<file path="src/rtl/i2c_irq_pkg.sv">
package i2c_irq_pkg;
  localparam int NUM_SRC  = 12;
  localparam int ABRT_W   = 13;
  localparam int DATA_W   = 32;
  localparam int ADDR_W   = 6;
  localparam int SRC_ABRT = 6;

  localparam logic [NUM_SRC-1:0] LEVEL_SRC  = 12'h014;
  localparam logic [ABRT_W-1:0]  ABRT_VALID = 13'h1EBF;

  localparam int A_RAW      = 0;
  localparam int A_STAT     = 1;
  localparam int A_MASK     = 2;
  localparam int A_ABRT     = 3;
  localparam int A_CLR_ALL  = 4;
  localparam int A_CLR_BASE = 8;
endpackage

</file>
<file path="src/rtl/i2c_irq_decode.sv">
module i2c_irq_decode
  import i2c_irq_pkg::*;
#(
  parameter int NSRC = NUM_SRC,
  parameter int AW   = ADDR_W
) (
  input  logic            req_i,
  input  logic            we_i,
  input  logic [AW-1:0]   addr_i,
  output logic [NSRC-1:0] clr_o,
  output logic            mask_we_o
);
  logic rd, clr_all;

  assign rd        = req_i & ~we_i;
  assign clr_all   = rd && (addr_i == AW'(A_CLR_ALL));
  assign mask_we_o = req_i && we_i && (addr_i == AW'(A_MASK));

  for (genvar k = 0; k < NSRC; k++) begin : g_clr
    assign clr_o[k] = clr_all | (rd && (addr_i == AW'(A_CLR_BASE + k)));
  end
endmodule

</file>
<file path="src/rtl/i2c_irq_status.sv">
module i2c_irq_status
  import i2c_irq_pkg::*;
#(
  parameter int               NSRC  = NUM_SRC,
  parameter logic [NSRC-1:0]  LEVEL = LEVEL_SRC
) (
  input  logic            clk_i,
  input  logic            rst_ni,
  input  logic [NSRC-1:0] evt_i,
  input  logic [NSRC-1:0] clr_i,
  output logic [NSRC-1:0] raw_o
);
  for (genvar k = 0; k < NSRC; k++) begin : g_bit
    if (LEVEL[k]) begin : g_level
      logic unused_clr;
      assign unused_clr = clr_i[k];
      assign raw_o[k]   = evt_i[k];
    end else begin : g_sticky
      logic q;
      // event has priority over a clear in the same cycle
      always_ff @(posedge clk_i or negedge rst_ni) begin
        if (!rst_ni) q <= 1'b0;
        else         q <= (q & ~clr_i[k]) | evt_i[k];
      end
      assign raw_o[k] = q;
    end
  end
endmodule

</file>
<file path="src/rtl/i2c_irq_abort.sv">
module i2c_irq_abort
  import i2c_irq_pkg::*;
#(
  parameter int              AW_C  = ABRT_W,
  parameter logic [AW_C-1:0] VALID = ABRT_VALID
) (
  input  logic            clk_i,
  input  logic            rst_ni,
  input  logic            evt_i,
  input  logic            clr_i,
  input  logic [AW_C-1:0] cause_i,
  output logic [AW_C-1:0] q_o
);
  logic [AW_C-1:0] base, nxt;

  always_comb begin
    base = clr_i ? '0 : q_o;
    nxt  = evt_i ? (base | (cause_i & VALID)) : base;
  end

  always_ff @(posedge clk_i or negedge rst_ni) begin
    if (!rst_ni) q_o <= '0;
    else         q_o <= nxt;
  end
endmodule

</file>
<file path="src/rtl/i2c_irq_ctrl.sv">
module i2c_irq_ctrl
  import i2c_irq_pkg::*;
#(
  parameter int               NSRC  = NUM_SRC,
  parameter int               AW_C  = ABRT_W,
  parameter int               DW    = DATA_W,
  parameter int               AW    = ADDR_W,
  parameter int               ABIT  = SRC_ABRT,
  parameter logic [NSRC-1:0]  LEVEL = LEVEL_SRC,
  parameter logic [AW_C-1:0]  VALID = ABRT_VALID
) (
  input  logic            clk_i,
  input  logic            rst_ni,
  input  logic [NSRC-1:0] evt_i,
  input  logic [AW_C-1:0] abrt_cause_i,
  input  logic            reg_req_i,
  input  logic            reg_we_i,
  input  logic [AW-1:0]   reg_addr_i,
  input  logic [DW-1:0]   reg_wdata_i,
  output logic [DW-1:0]   reg_rdata_o,
  output logic            irq_o
);
  logic [NSRC-1:0] clr_vec, raw, mask_q, stat;
  logic [AW_C-1:0] abrt_q;
  logic            mask_we;
  logic            unused_wdata;

  assign unused_wdata = ^reg_wdata_i[DW-1:NSRC];

  i2c_irq_decode #(.NSRC(NSRC), .AW(AW)) u_dec (
    .req_i    (reg_req_i),
    .we_i     (reg_we_i),
    .addr_i   (reg_addr_i),
    .clr_o    (clr_vec),
    .mask_we_o(mask_we)
  );

  i2c_irq_status #(.NSRC(NSRC), .LEVEL(LEVEL)) u_stat (
    .clk_i (clk_i),
    .rst_ni(rst_ni),
    .evt_i (evt_i),
    .clr_i (clr_vec),
    .raw_o (raw)
  );

  i2c_irq_abort #(.AW_C(AW_C), .VALID(VALID)) u_abrt (
    .clk_i  (clk_i),
    .rst_ni (rst_ni),
    .evt_i  (evt_i[ABIT]),
    .clr_i  (clr_vec[ABIT]),
    .cause_i(abrt_cause_i),
    .q_o    (abrt_q)
  );

  always_ff @(posedge clk_i or negedge rst_ni) begin
    if (!rst_ni)      mask_q <= '0;
    else if (mask_we) mask_q <= reg_wdata_i[NSRC-1:0];
  end

  assign stat  = raw & mask_q;
  assign irq_o = |stat;

  always_comb begin
    reg_rdata_o = '0;
    if (reg_req_i && !reg_we_i) begin
      if (reg_addr_i == AW'(A_RAW))       reg_rdata_o[NSRC-1:0] = raw;
      else if (reg_addr_i == AW'(A_STAT)) reg_rdata_o[NSRC-1:0] = stat;
      else if (reg_addr_i == AW'(A_MASK)) reg_rdata_o[NSRC-1:0] = mask_q;
      else if (reg_addr_i == AW'(A_ABRT)) reg_rdata_o[AW_C-1:0] = abrt_q;
      else begin
        for (int k = 0; k < NSRC; k++)
          if (reg_addr_i == AW'(A_CLR_BASE + k)) reg_rdata_o[0] = raw[k];
      end
    end
  end
endmodule

</file>
<file path="config.mk">
export PLATFORM = sky130hd
export DESIGN_NAME = i2c_irq_ctrl
export DESIGN_NICKNAME = d
export VERILOG_FILES = /design/src/rtl/i2c_irq_pkg.sv /design/src/rtl/i2c_irq_decode.sv /design/src/rtl/i2c_irq_status.sv /design/src/rtl/i2c_irq_abort.sv /design/src/rtl/i2c_irq_ctrl.sv
export SDC_FILE = /design/constraint.sdc
export NUM_CORES = 1
export LEC_CHECK = 0
export BUFFER_PORTS_ARGS = -buffer_cell sky130_fd_sc_hd__clkbuf_2
export CAP_MARGIN = 10
export CORE_ASPECT_RATIO = 0.7
export CORE_UTILIZATION = 35
export CTS_CLUSTER_DIAMETER = 40
export DETAILED_ROUTE_END_ITERATION = 7
export GPL_TIMING_DRIVEN = 0
export PLACE_DENSITY_LB_ADDON = 0.3
export REMOVE_ABC_BUFFERS = 1
export SLEW_MARGIN = 20
export SYNTH_ARGS = -nofsm -noshare
export SYNTH_HDL_FRONTEND = slang
export SYNTH_SLANG_ARGS = --single-unit
</file>
<file path="constraint.sdc">
create_clock -name clk_i -period 1.8 [get_ports clk_i]
set_clock_uncertainty 0.1 [all_clocks]
set_input_delay 0.18 -clock clk_i [delete_from_list [all_inputs] [get_ports clk_i]]
set_output_delay 0.18 -clock clk_i [all_outputs]
set_load 0.02 [all_outputs]
</file>
After elaboration in Yosys (flattened, before gate mapping)
Cells that the tools add are included.
{"block": "word_totals", "wordCells": 112, "reg_bits": 35, "output_inout_bits": 33}
{"block": "op_classes", "n_mux": 23, "bitwise": 44, "n_reduce_logical": 17, "eq_ne": 16}
{"operator": "6-bit by 4-bit equality test with 1-bit output, second input constant", "count": 8}
{"operator": "12-bit 2-to-1 mux", "count": 4}
{"operator": "13-bit 2-to-1 mux", "count": 3}
{"operator": "6-bit by 5-bit equality test with 1-bit output, second input constant", "count": 4}
{"operator": "1-bit OR", "count": 20}
{"operator": "1-bit 2-to-1 mux", "count": 16}
{"operator": "1-bit logical AND", "count": 14}
{"operator": "13-bit OR", "count": 1}
{"operator": "12-bit AND", "count": 1}
{"operator": "6-bit by 2-bit equality test with 1-bit output, second input constant", "count": 2}
{"operator": "12-bit OR reduction", "count": 1}
{"operator": "1-bit AND", "count": 11}
{"operator": "1-bit inverter", "count": 11}
{"operator": "6-bit by 1-bit equality test with 1-bit output, second input constant", "count": 1}
{"operator": "6-bit by 3-bit equality test with 1-bit output, second input constant", "count": 1}
{"operator": "6-bit logical NOT", "count": 1}
{"operator": "1-bit logical NOT", "count": 1}

Depth between registers and ports, before layout
Gate-level depths: netlist (run 1).
{"block": "logic_depth", "word_depth": 18, "mapped_depth": 6}

Cells and area by module
From an unflattened synthesis (run 1), not the netlist that was laid out.
{"block": "unflattened", "cells_unflattened": 298, "hier_area_um2": 2504.9}
{"mod": "i2c_irq_ctrl", "cells_per_inst": 164, "area_each_um2": 1221.2, "instances": 1}
{"mod": "i2c_irq_abort", "cells_per_inst": 49, "area_each_um2": 491.7, "instances": 1}
{"mod": "i2c_irq_status", "cells_per_inst": 42, "area_each_um2": 452.9, "instances": 1}
{"mod": "i2c_irq_decode", "cells_per_inst": 43, "area_each_um2": 339.1, "instances": 1}

Least setup slack after synthesis (run 1)
OpenSTA, ideal clock, no wires.
{"block": "synth_timing", "path_kind": "input to output", "from": "in reg_addr_i[1]", "to": "out reg_rdata_o[10]", "path_stages": 5, "arrival_time_ps": 1491, "setup_slack_ps": 29, "required_ps": 1520, "path_buffers": 3, "path_cell_list": "buf_2 > buf_2 > buf_2 > o22ai_1 > a211oi_1"}
{"block": "synth_between", "elab_chain_len": 6, "elab_cells_between_ends": 9, "classes_between": "eq/ne: 3; mux: 5; reduce/logical: 1"}
{"item": "from (decl)", "line": "i2c_irq_ctrl.sv:18", "source": "input logic [AW-1:0] reg_addr_i,"}
{"item": "6-bit by 2-bit equality test with 1-bit output", "line": "i2c_irq_ctrl.sv:69", "source": "else if (reg_addr_i == AW'(A_ABRT)) reg_rdata_o[AW_C-1:0] = abrt_q;"}
{"item": "12-bit 2-to-1 mux", "line": "i2c_irq_ctrl.sv:69"}
{"item": "12-bit 2-to-1 mux", "line": "i2c_irq_ctrl.sv:68", "source": "else if (reg_addr_i == AW'(A_MASK)) reg_rdata_o[NSRC-1:0] = mask_q;"}
{"item": "12-bit 2-to-1 mux", "line": "i2c_irq_ctrl.sv:67", "source": "else if (reg_addr_i == AW'(A_STAT)) reg_rdata_o[NSRC-1:0] = stat;"}
{"item": "12-bit 2-to-1 mux *", "line": "i2c_irq_ctrl.sv:66", "source": "if (reg_addr_i == AW'(A_RAW)) reg_rdata_o[NSRC-1:0] = raw;"}
{"item": "13-bit 2-to-1 mux *", "line": "i2c_irq_ctrl.sv:65", "source": "if (reg_req_i && !reg_we_i) begin"}
{"item": "to (decl)", "line": "i2c_irq_ctrl.sv:20", "source": "output logic [DW-1:0] reg_rdata_o,"}
Mark *: on every way between the ends. The rest lies on a longest branch, timed or not.

Worst setup path in the final report (run 1)
{"block": "layout_timing", "from": "reg u_stat.g_bit[7].g_sticky.q", "to": "out reg_rdata_o[0]"}
{"block": "layout_between", "elab_chain_len": 10}
{"item": "from (decl)", "line": "i2c_irq_status.sv:19", "source": "logic q;"}
{"item": "from (signal assigned)", "line": "i2c_irq_status.sv:23", "source": "else q <= (q & ~clr_i[k]) | evt_i[k];"}
{"item": "1-bit 2-to-1 mux (5 in series)", "line": "i2c_irq_ctrl.sv:72", "source": "if (reg_addr_i == AW'(A_CLR_BASE + k)) reg_rdata_o[0] = raw[k];"}
{"item": "1-bit 2-to-1 mux", "line": "i2c_irq_ctrl.sv:69"}
{"item": "12-bit 2-to-1 mux", "line": "i2c_irq_ctrl.sv:68"}
{"item": "12-bit 2-to-1 mux", "line": "i2c_irq_ctrl.sv:67"}
{"item": "12-bit 2-to-1 mux", "line": "i2c_irq_ctrl.sv:66"}
{"item": "13-bit 2-to-1 mux", "line": "i2c_irq_ctrl.sv:65"}
Every way passes these cells.

==> results of run 1 <==
[worst register-to-register path, stage by stage (launching register included)]
cell and delay, ns:
dfrtp_1 0.40, buf_4 0.14, mux2_1 0.27
[layout make-up]
cell class	count	area [sq um]	area share, %
flip-flops and latches	33	825.8	31.35
multi-input cells	148	1126	42.76
well taps	75	93.84	3.563
clock buffers	7	86.33	3.278
repair buffers	75	467.9	17.77
clock inverters	1	30.03	1.140
inverters	1	3.754	0.1425
[kinds of logic (layout without fill, tap and decap cells)]
| family | count (synthesis) | count (layout) | synth area share [%] |
|---|---|---|---|
| AO/OA/AOI/OAI | 58 | 58 | 21.43 |
| multiplexers | 26 | 26 | 13.24 |
| AND/OR/NAND/NOR | 43 | 43 | 13.37 |
| buffers and inverters | 34 | 84 | 11.20 |
| other | 1 | 19 | 0.1804 |
| flip-flops | 33 | 33 | 39.74 |
| XOR/XNOR | 2 | 2 | 0.8430 |
[metal layers]
layer | vias up | wire length, microns | GRT usage (%)
li1 | 846 | - | -
met1 | 823 | 2737 | 26.71
met2 | 67 | 2123 | 25.27
met3 | 4 | 360 | 5.365
met4 | 0 | 27 | 3.462
met5 | - | 0 | 0
[cells in the final DEF (no fill, tap or decap), types with 8 or more instances in the layout]
master / synthesis / routed
clkbuf_2: 0 / 54
clkbuf_8: 1 / 8
conb_1: 1 / 19
a31o_1: 8 / 8
nand2_1: 10 / 8
mux2i_1: 14 / 14
mux2_1: 12 / 12
dlygate4sd3_1: 0 / 12
a211oi_1: 10 / 9
o22ai_1: 9 / 9
dfrtp_1: 33 / 33
a22o_1: 13 / 13
[cells in the mapped netlist, types with 2 or more instances]
cell      instances
buf_2             7
buf_4            19
nor2b_1           3
nor4_4            2
buf_6             2
a21o_1            2
xor2_1            2
nand3_1           5
mux2i_1          14
o22ai_1           9
dfrtp_1          33
clkbuf_1          4
o22a_1            2
nor3_1            3
nand2b_1          3
mux2_1           12
a31o_1            8
a31oi_1           2
o21ai_0           2
a221oi_1          3
a22o_1           13
nand2_1          10
nor2_1            7
a211oi_1         10
a21oi_1           4
[flip-flops by register name, summed over array words and instances (netlist names)]
signal / count
u_stat.g_bit.g_sticky.q: 10
mask_q: 12
u_abrt.q_o: 11
[power by group]
group          internal (mW)  switching (mW)
logic                  0.158           0.191
clock network          0.451           0.282
registers              0.771          0.0290
[metrics by stage]
step	TNS (ns)	power, mW	util (%)	instances
final	-0.07764	1.883	45.99	340
after global routing	-0.2147	1.964	45.99	340
after CTS	-0.1145	1.885	45.03	335
after detailed placement	-13.48	1.112	40.18	315
after global placement	-13.11	1.108	40.18	315
after floorplan	0	0.9695	-	182
[how the worst max path moves through the flow]
stage               slack [ns]                       start  cells after the start              end
floorplan                 0.21               reg_addr_i[4]                      3  reg_rdata_o[10]
global placement         -0.56               reg_addr_i[1]                      4        mask_q[2]
detailed placement       -0.58               reg_addr_i[1]                      4        mask_q[9]
CTS                      -0.08  u_stat.g_bit[7].g_sticky.q                      5   reg_rdata_o[0]
global route             -0.13  u_stat.g_bit[5].g_sticky.q                      5   reg_rdata_o[0]
finish                   -0.08  u_stat.g_bit[7].g_sticky.q                      5   reg_rdata_o[0]
[timing repair]
| item | CTS | global route |
|---|---|---|
| resized for setup | 11 | 5 |
| hold buffers | 10 | 2 |
| endpoints found under the setup margin | 26 | 11 |
| pin swaps | 1 | 2 |
| buffers inserted | 2 | 3 |
| endpoints found under the hold margin | 42 | 2 |
==> metrics.md, run 1 <==
| Metric | Value |
|---|---|
| Outcome | finished, violations left |
| Failing checks | setup timing |
| Critical Path Source Type | register |
| DRC Markers | 0 |
| Die X | 94.10 microns |
| Number of buffers inserted by port buffering | 58 |
| Initial Util | 36.29% |
| Routed WL | 5249 microns |
| First-pass GRT wire length | 8238 microns |
| Clk slew on worst S/H paths | 0.07 ns |
| DR iter-0 viols | 102 |
| Sequential fraction of the synthesis area | 39.74% |
| Total grt overflow | 0 |
| WP data required | 1.52 ns |
| Clk sinks | 33 |
| Min-delay src | reg_wdata_i[6] |
| Layout filler cell count | 570 |
| Die Y | 66.47 microns |
| RSZ-0062 raised after global routing | yes |
| Cell Area, Synth | 2078 sq um |
| Routed len/inst | 15.44 microns |
| Post-Syn Instances | 197 |
| Cell breakdown of the critical path | mux2i_1, a21oi_1, o221a_1, o211a_1, buf_2 |
| Fmax | 0.5326 GHz |
| Synth Warn # | 0 |
| Shortest period the worst path allows | 1.878 ns |
| Cell accounting for the most synthesized area | dfrtp_1 |
| CTS buffer count | 5 |
| Max stage delay on crit path | 0.42 ns |
| DIE AREA | 6255 sq um |
| Pin count of the biggest net entering global routing | 40 |
| Layout Cell Area excl Fill | 2634 sq um |
| Flops & latches, synth | 33 |
| Setup WS pre-CTS | -0.5762 ns |
| Number of max-cap violations | 0 |
| Setup-failing EPs final | 1 |
| Final worst setup slack | -0.07764 ns |
| Slew of the pin with the lowest slew margin | 0.8550 ns |
| Slew HR | 43.00% |
| CP max stage cell | dfrtp_1 |
| CTS HTree Levels | 2 |
| Worst Hold Slack | 0.001365 ns |
| Vias in the first global route | 1595 |
| LEAKAGE | 1.220 nW |
| CTS tree | yes |
| Cell Pwr Density | 714.8 nW/um^2 |
| Final-report hold violation count | 0 |
| Crit path DAT | 1.60 ns |
| Aggregate global-route resource usage | 17.93% |
| Count of flip-flops with a built-in enable after synthesis | 0 |
| Boundary pin count | 100 |
| DP Area | 2301 sq um |
| CP endpoint kind | output pin |
| Critical path class | register to output pin |
| Cell Rows | 23 |
| Hold Crit Endpoint | mask_q[6] |
| Layout cells sized above 1 | 32.83% |
| Initial antenna violation count | 0 |
| Ranking of synthesized cells by area | dfrtp_1 40%, buf_4 6.9%, mux2i_1 6.7% |
| Core box area | 5727 sq um |
| Reg2reg setup slack | 0.78 ns |
| Hold path depth | 2 |
| Drt first pass iters | 6 |
| Critical path's top delay family | compound AO/OA/AOI/OAI gates |
| Critical path buffers and inverters | 1 |
| Critical path peak fanout | 4 |
| Remaining antenna violation count after routing | 0 |
| Hold Path Class | input port to register |
| Drt via density | 5.118 |
| Synth Flop Type | dfrtp_1 |
| VDD IR max | 0.0002887 V |
| Final period util | 104.3% |
| DR vias | 1740 |
| Worst-Skew Late Latency | 0.29 ns |
| Area grow syn2layout | 26.73% |
| Post-synth top area share | 39.74% |
| Placer Congestion | 0.8084 |
| CTS root buf | clkbuf_8 |
| Reg2reg start | mask_q[7] |
| Nets@finish | 331 |
| Asr flop ratio synth | 100.0% |
| Antenna fix cells | 0 |
| FF-to-FF path depth | 2 |
| Number of distinct library cells after synthesis | 41 |
| Synthesized area per cell | 10.55 sq um |
| Clk buf depth | 2 |
| Pins Over Slew Limit | 0 |
| Reg-to-reg endpoint | mask_q[7] |
| Hpwl dp | 3680 microns |
Power figures use the tool's default switching activity.
==> run 2, diff against run 1 <==
--- a/config.mk
+++ b/config.mk
@@ -12,7 +12,7 @@
 export CTS_CLUSTER_DIAMETER = 40
 export DETAILED_ROUTE_END_ITERATION = 7
 export GPL_TIMING_DRIVEN = 0
-export PLACE_DENSITY_LB_ADDON = 0.3
+export PLACE_DENSITY_LB_ADDON = 0.05
 export REMOVE_ABC_BUFFERS = 1
 export SLEW_MARGIN = 20
 export SYNTH_ARGS = -nofsm -noshare
==> run 2 against run 1 <==
The flow still finishes with violations (setup timing). Flip-flop and latch count did not move. First-iteration DRC count fell by 40%. Core utilization is 1.0 points lower. Clock power is 23% lower. Via count down 1.6%. Non-clock buffer count shrank 2. Critical path type unchanged. Power is 10% lower.
==> metrics.md, run 2 (synthesis results as in run 1) <==
| Metric | Value |
|---|---|
| Outcome | finished, violations left |
| Failing checks | setup timing |
| CP max stage cell | dfrtp_1 |
| Drt via density | 5.080 (-0.73%) |
| Nets@finish | 329 (-0.60%) |
| Slew of the pin with the lowest slew margin | 0.8546 ns (-0.0003862 ns) |
| CTS buffer count | 5 (unchanged) |
| Setup TNS | -0.1061 ns (-0.02846 ns) |
| Reg2reg start | mask_q[7] |
| Area occupied by multi-input gates | 1117 sq um (-0.78%) |
| Critical path peak fanout | 3 (-1) |
| Layout cells sized above 1 | 32.44% (-0.39 points) |
| Setup-failing EPs final | 2 (+1) |
| Min-delay src | reg_wdata_i[1] |
| DRC Markers | 0 (unchanged) |
| CP endpoint kind | output pin |
| CTS tree | yes |
| VDD IR max | 0.0003128 V (+8.3%) |
| Clk buf depth | 2 (unchanged) |
| Boundary pin count | 100 (unchanged) |
| DIE AREA | 6255 sq um (unchanged) |
| Initial Util | 36.29% (unchanged) |
| Crit path DAT | 1.58 ns (-0.02 ns) |
| Critical path buffers and inverters | 2 (+1) |
| Tot Pwr | 1.695 mW (-10%) |
| Number of buffers inserted by port buffering | 58 (unchanged) |
| Critical Path Source Type | register |
| Number of max-cap violations | 0 (unchanged) |
| Antenna fix cells | 0 (unchanged) |
| Area grow syn2layout | 23.84% |
| Hold Path Class | input port to register |
| Fmax | 0.5382 GHz (+1.1%) |
| Cell Rows | 23 (unchanged) |
| Clk slew on worst S/H paths | 0.07 ns (about the same) |
| Hpwl dp | 3717 microns (+1.0%) |
| Pins Over Slew Limit | 0 (unchanged) |
| Int Power | 1.215 mW (-12%) |
| Clk sinks | 33 (unchanged) |
| Seq. cell area | 827.0 sq um (+0.15%) |
| Max FFs per register | 12 (unchanged) |
| Sequential power share | 47.2% (+4.7 points) |
| Critical path's top delay family | compound AO/OA/AOI/OAI gates |
| Switching Fraction | 28.33% (+1.7 points) |
| Psw | 0.4803 mW (-4.3%) |
| Biggest regs | mask_q (12), u_abrt.q_o (11), u_stat.g_bit.g_sticky.q (10) |
| Final worst setup slack | -0.05812 ns (+0.01952 ns) |
| Pin count of the biggest net entering global routing | 40 (unchanged) |
| Routed WL | 5407 microns (+3.0%) |
| LEAKAGE | 1.193 nW (-2.2%) |
| First-pass GRT wire length | 8756 microns (+6.3%) |
| Final-report hold violation count | 0 (unchanged) |
| Worst-Skew Late Latency | 0.28 ns (about the same) |
| Layout filler cell count | 554 (-2.8%) |
| Slew HR | 43.02% (about the same) |
| Total grt overflow | 0 (unchanged) |
| RSZ-0062 raised after global routing | yes |
| Most frequent cells in the layout | 54 x clkbuf_2, 32 x dfrtp_1, 19 x conb_1, 14 x mux2i_1, 13 x a22o_1 |
| Max stage delay on crit path | 0.40 ns (-0.02 ns) |
| Cell Pwr Density | 658.6 nW/um^2 (-7.9%) |
| WP data required | 1.52 ns (about the same) |
| Largest Register | mask_q |
| Critical path class | register to output pin |
| Core box area | 5727 sq um (unchanged) |
| Aggregate global-route resource usage | 19.10% (+1.2 points) |
| CTS root buf | clkbuf_8 |
| CP Launch Point | u_stat.g_bit[7].g_sticky.q |
| Remaining antenna violation count after routing | 0 (unchanged) |
| DR vias | 1712 (-1.6%) |
| Vias in the first global route | 1657 (+3.9%) |
| Die Y | 66.47 microns (unchanged) |
| Die X | 94.10 microns (unchanged) |
| Initial antenna violation count | 0 (unchanged) |
| Shortest period the worst path allows | 1.858 ns (-0.01952 ns) |
| Placer Congestion | 0.7333 (-9.3%) |
| Drt first pass iters | 4 (-2) |
| Most common cell after layout, fill and taps aside | clkbuf_2 |
| Clock Power Share | 33.5% (-5.5 points) |
| Routed len/inst | 16.04 microns (+3.9%) |
| Cell breakdown of the critical path | buf_4, a22o_1, a221oi_2, nand3_1, buf_2 |
| Comb power frac | 19.2% (+0.7 points) |
| Final period util | 103.2% (-1.1 points) |
| DR iter-0 viols | 61 (-40%) |
| Final core occ | 44.94% (-1.0 points) |
| CTS HTree Levels | 2 (unchanged) |
==> run 2: changes by cell type in the layout (fill, tap and decap cells not counted), sizes merged <==
| cell | delta |
|---|---|
| clkbuf | -1 |
| dlygate4sd3 | -2 |
| bufinv | -1 |
| buf | +1 |
==> run 2: per-stage QoR <==
| step | std cells | hold WS, ns | area [sq um] | setup slack, ns |
|---|---|---|---|---|
| 2_1_floorplan | 182 | -0.2156 | 1917 | 0.2145 |
| 3_3_place_gp | 315 | 0.2365 | 2301 | -0.6471 |
| 3_5_place_dp | 315 | 0.2334 | 2301 | -0.6669 |
| 4_1_cts | 333 | 0.01249 | 2529 | -0.09940 |
| 5_1_grt | 337 | 0.009876 | 2574 | -0.1029 |
| 6_report | 337 | 0.01742 | 2574 | -0.05812 |
==> run 2: layer usage <==
metal  up-vias  GRT usage [%]  routed length (microns)
li1        839              -                        -
met1       800          26.98                     2751
met2        66          28.28                     2270
met3         7          5.251                      323
met4         0          5.577                       62
met5         -              0                        0
==> run 2: final cells by class <==
cell class	instances	share of cell area, %
Clock buffer	7	3.354
Inverter	1	0.1458
Multi-Input combinational cell	148	43.41
Sequential cell	33	32.13
Tap cell	75	3.646
Timing Repair Buffer	73	17.31
==> run 2: path summary, 6_finish.rpt <==
| path | to | slack [ns] | depth (start not counted) |
|---|---|---|---|
| setup / recovery | irq_o | -0.06 | 5 |
| hold / removal | mask_q[1] | 0.02 | 2 |
| setup reg to reg | mask_q[7] | 0.86 | 1 |
| hold reg to reg | u_abrt.q_o[12] | 0.40 | 1 |
| max in group asynchronous | u_stat.g_bit[6].g_sticky.q | 0.57 | 2 |
| min in group asynchronous | u_stat.g_bit[9].g_sticky.q | 0.45 | 2 |
==> run 2: what timing repair did <==
item,CTS,global route
gates resized for setup,9,7
endpoints found under the hold margin,42,0
pin swaps,0,5
setup buffers,1,4
hold buffers,10,0
endpoints found under the setup margin,28,11
==> run 2: power by group through the flow <==
stage               sequential [mW]  clock, mW  combinational (mW)
floorplan                     0.804          0               0.165
global placement              0.813          0               0.300
detailed placement            0.813          0               0.302
CTS                           0.800      0.583               0.326
global route                  0.805      0.620               0.361
finish                        0.801      0.568               0.326
==> run 3, diff against run 2 <==
--- a/config.mk
+++ b/config.mk
@@ -12,6 +12,7 @@
 export CTS_CLUSTER_DIAMETER = 40
 export DETAILED_ROUTE_END_ITERATION = 7
 export GPL_TIMING_DRIVEN = 0
+export HOLD_SLACK_MARGIN = 0.02
 export PLACE_DENSITY_LB_ADDON = 0.05
 export REMOVE_ABC_BUFFERS = 1
 export SLEW_MARGIN = 20
==> run 3 against run 2 <==
The flow still finishes with violations (setup timing). Flip-flop and latch count is the same. Global-route usage hardly changed. Sequential share of layout area decreased by 1.1 points. Sequential power hardly changed. Fmax grew 0.20%. Largest cell class unchanged. Power rose by 0.87%. Combinational power rose by 5%. Worst hold slack better by 0.0022 ns.
==> metrics.md, run 3 (synthesis results as in run 1) <==
| Metric | Value |
|---|---|
| Final-report hold violation count | 0 (unchanged) |
| Antenna fix cells | 0 (unchanged) |
| Area grow syn2layout | 28.18% |
| RSZ-0062 raised after global routing | yes |
| Number of max-cap violations | 0 (unchanged) |
| Pin count of the biggest net entering global routing | 40 (unchanged) |
| CTS tree | yes |
| CP endpoint kind | output pin |
| Crit path DAT | 1.57 ns (about the same) |
| Initial antenna violation count | 0 (unchanged) |
| Setup WS pre-CTS | -0.6669 ns (unchanged) |
| Shortest period the worst path allows | 1.854 ns (-0.003631 ns) |
| DR vias | 1746 (+2.0%) |
| Layout Cells excl Fill | 346 (+2.7%) |
| Largest Register | mask_q |
| Worst-Skew Late Latency | 0.27 ns (about the same) |
| Most common cell after layout, fill and taps aside | clkbuf_2 |
| Slew HR | 42.65% (-0.38 points) |
| Clk buf depth | 2 (unchanged) |
| WP data required | 1.52 ns (about the same) |
| Cell breakdown of the critical path | buf_4, a22o_1, a221oi_2, nand3_1, buf_2 |
| DIE AREA | 6255 sq um (unchanged) |
| Cells after DPL | 315 (unchanged) |
| Critical path class | register to output pin |
| Total grt overflow | 0 (unchanged) |
| Routed WL | 5465 microns (+1.1%) |
| Pins Over Slew Limit | 0 (unchanged) |
| Layout cells sized above 1 | 31.37% (-1.1 points) |
| Clk slew on worst S/H paths | 0.07 ns (about the same) |
| Final period util | 103.0% (-0.20 points) |
| Drt via density | 5.046 (-0.67%) |
| Final core occ | 46.52% (+1.6 points) |
| Cell Pwr Density | 641.9 nW/um^2 (-2.5%) |
| DRC Markers | 0 (unchanged) |
| LEAKAGE | 1.231 nW (+3.2%) |
| Number of buffers inserted by port buffering | 58 (unchanged) |
| Boundary pin count | 100 (unchanged) |
| Initial Util | 36.29% (unchanged) |
| DR iter-0 viols | 60 (-1.6%) |
| Routed len/inst | 15.79 microns (-1.6%) |
| Final worst setup slack | -0.05449 ns (+0.003631 ns) |
| Max FFs per register | 12 (unchanged) |
| Placer Congestion | 0.7333 (unchanged) |
| First-pass GRT wire length | 8769 microns (+0.15%) |
| Hpwl dp | 3717 microns (unchanged) |
| CTS root buf | clkbuf_8 |
| Setup-failing EPs final | 2 (unchanged) |
| Critical path peak fanout | 3 (unchanged) |
| VDD IR max | 0.0003132 V (+0.12%) |
| CTS buffer count | 5 (unchanged) |
| CTS HTree Levels | 2 (unchanged) |
| Setup TNS | -0.1026 ns (+0.003456 ns) |
| Biggest regs | mask_q (12), u_abrt.q_o (11), u_stat.g_bit.g_sticky.q (10) |
| Cell Rows | 23 (unchanged) |
| Fmax | 0.5392 GHz (+0.20%) |
| Layout filler cell count | 550 (-0.72%) |
| Max stage delay on crit path | 0.40 ns (about the same) |
| Hold Path Class | input port to register |
| Remaining antenna violation count after routing | 0 (unchanged) |
| Worst Hold Slack | 0.01958 ns (+0.002156 ns) |
| Clk sinks | 33 (unchanged) |
| Critical Path Source Type | register |
| Slew of the pin with the lowest slew margin | 0.8603 ns (+0.005666 ns) |
| Core box area | 5727 sq um (unchanged) |
| CP max stage cell | dfrtp_1 |
| Die X | 94.10 microns (unchanged) |
| Nets@finish | 338 (+2.7%) |
| Vias in the first global route | 1667 (+0.60%) |
| Drt first pass iters | 4 (unchanged) |
| Outcome | finished, violations left |
| Most frequent cells in the layout | 54 x clkbuf_2, 32 x dfrtp_1, 19 x conb_1, 19 x dlygate4sd3_1, 14 x mux2i_1 |
| Aggregate global-route resource usage | 19.12% (+0.025 points) |
| Die Y | 66.47 microns (unchanged) |
| Failing checks | setup timing |
## run 3: repair_timing
action                                  CTS  global route
hold buffers                             16             3
endpoints found under the setup margin   28            11
gates resized for setup                   9             7
setup buffers                             1             4
hold endpoints to repair                 48             3
pin swaps                                 0             5
## run 3: worst max-delay path: cells and delay by family, from the launching register on
family | cells | cell delay [ns]
AO/OA/AOI/OAI | 2 | 0.45
buffers and inverters | 2 | 0.33
flip-flops | 1 | 0.40
AND/OR/NAND/NOR | 1 | 0.12
## run 3: final timing paths
check	startpoint	to	slack [ns]	cells past startpoint
max	u_stat.g_bit[7].g_sticky.q	irq_o	-0.05	5
min	reg_wdata_i[6]	mask_q[6]	0.02	2
max reg2reg	mask_q[7]	mask_q[7]	0.86	1
min reg2reg	u_abrt.q_o[12]	u_abrt.q_o[12]	0.40	1
max in group asynchronous	rst_ni	u_stat.g_bit[6].g_sticky.q	0.56	2
min in group asynchronous	rst_ni	u_stat.g_bit[9].g_sticky.q	0.45	2
## run 3: power by group
group / switching [mW] / total [mW] / internal (mW)
Combinational: 0.190 / 0.342 / 0.152
Clock: 0.264 / 0.567 / 0.304
Sequential: 0.0290 / 0.801 / 0.772
## run 3: cell type report
cell class              count  area (sq um)  area share, %
inverters                   1         3.754         0.1409
flip-flops and latches     33         827.0          31.05
multi-input cells         148          1117          41.94
clock buffers               7         86.33          3.241
well taps                  75         93.84          3.523
repair buffers             82         535.5          20.10
## run 3: per-stage QoR
stage	power [mW]	instance area (sq um)
3_3_place_gp	1.113	2301
5_1_grt	1.802	2664
6_report	1.710	2664
3_5_place_dp	1.115	2301
4_1_cts	1.719	2589
2_1_floorplan	0.9695	1917
## run 3: per-layer routing
metal,share of wire (%),global-route usage (%)
met2,43,28.47
met3,5.9,5.251
met1,50,26.91
met5,0,0
met4,1.0,5.577
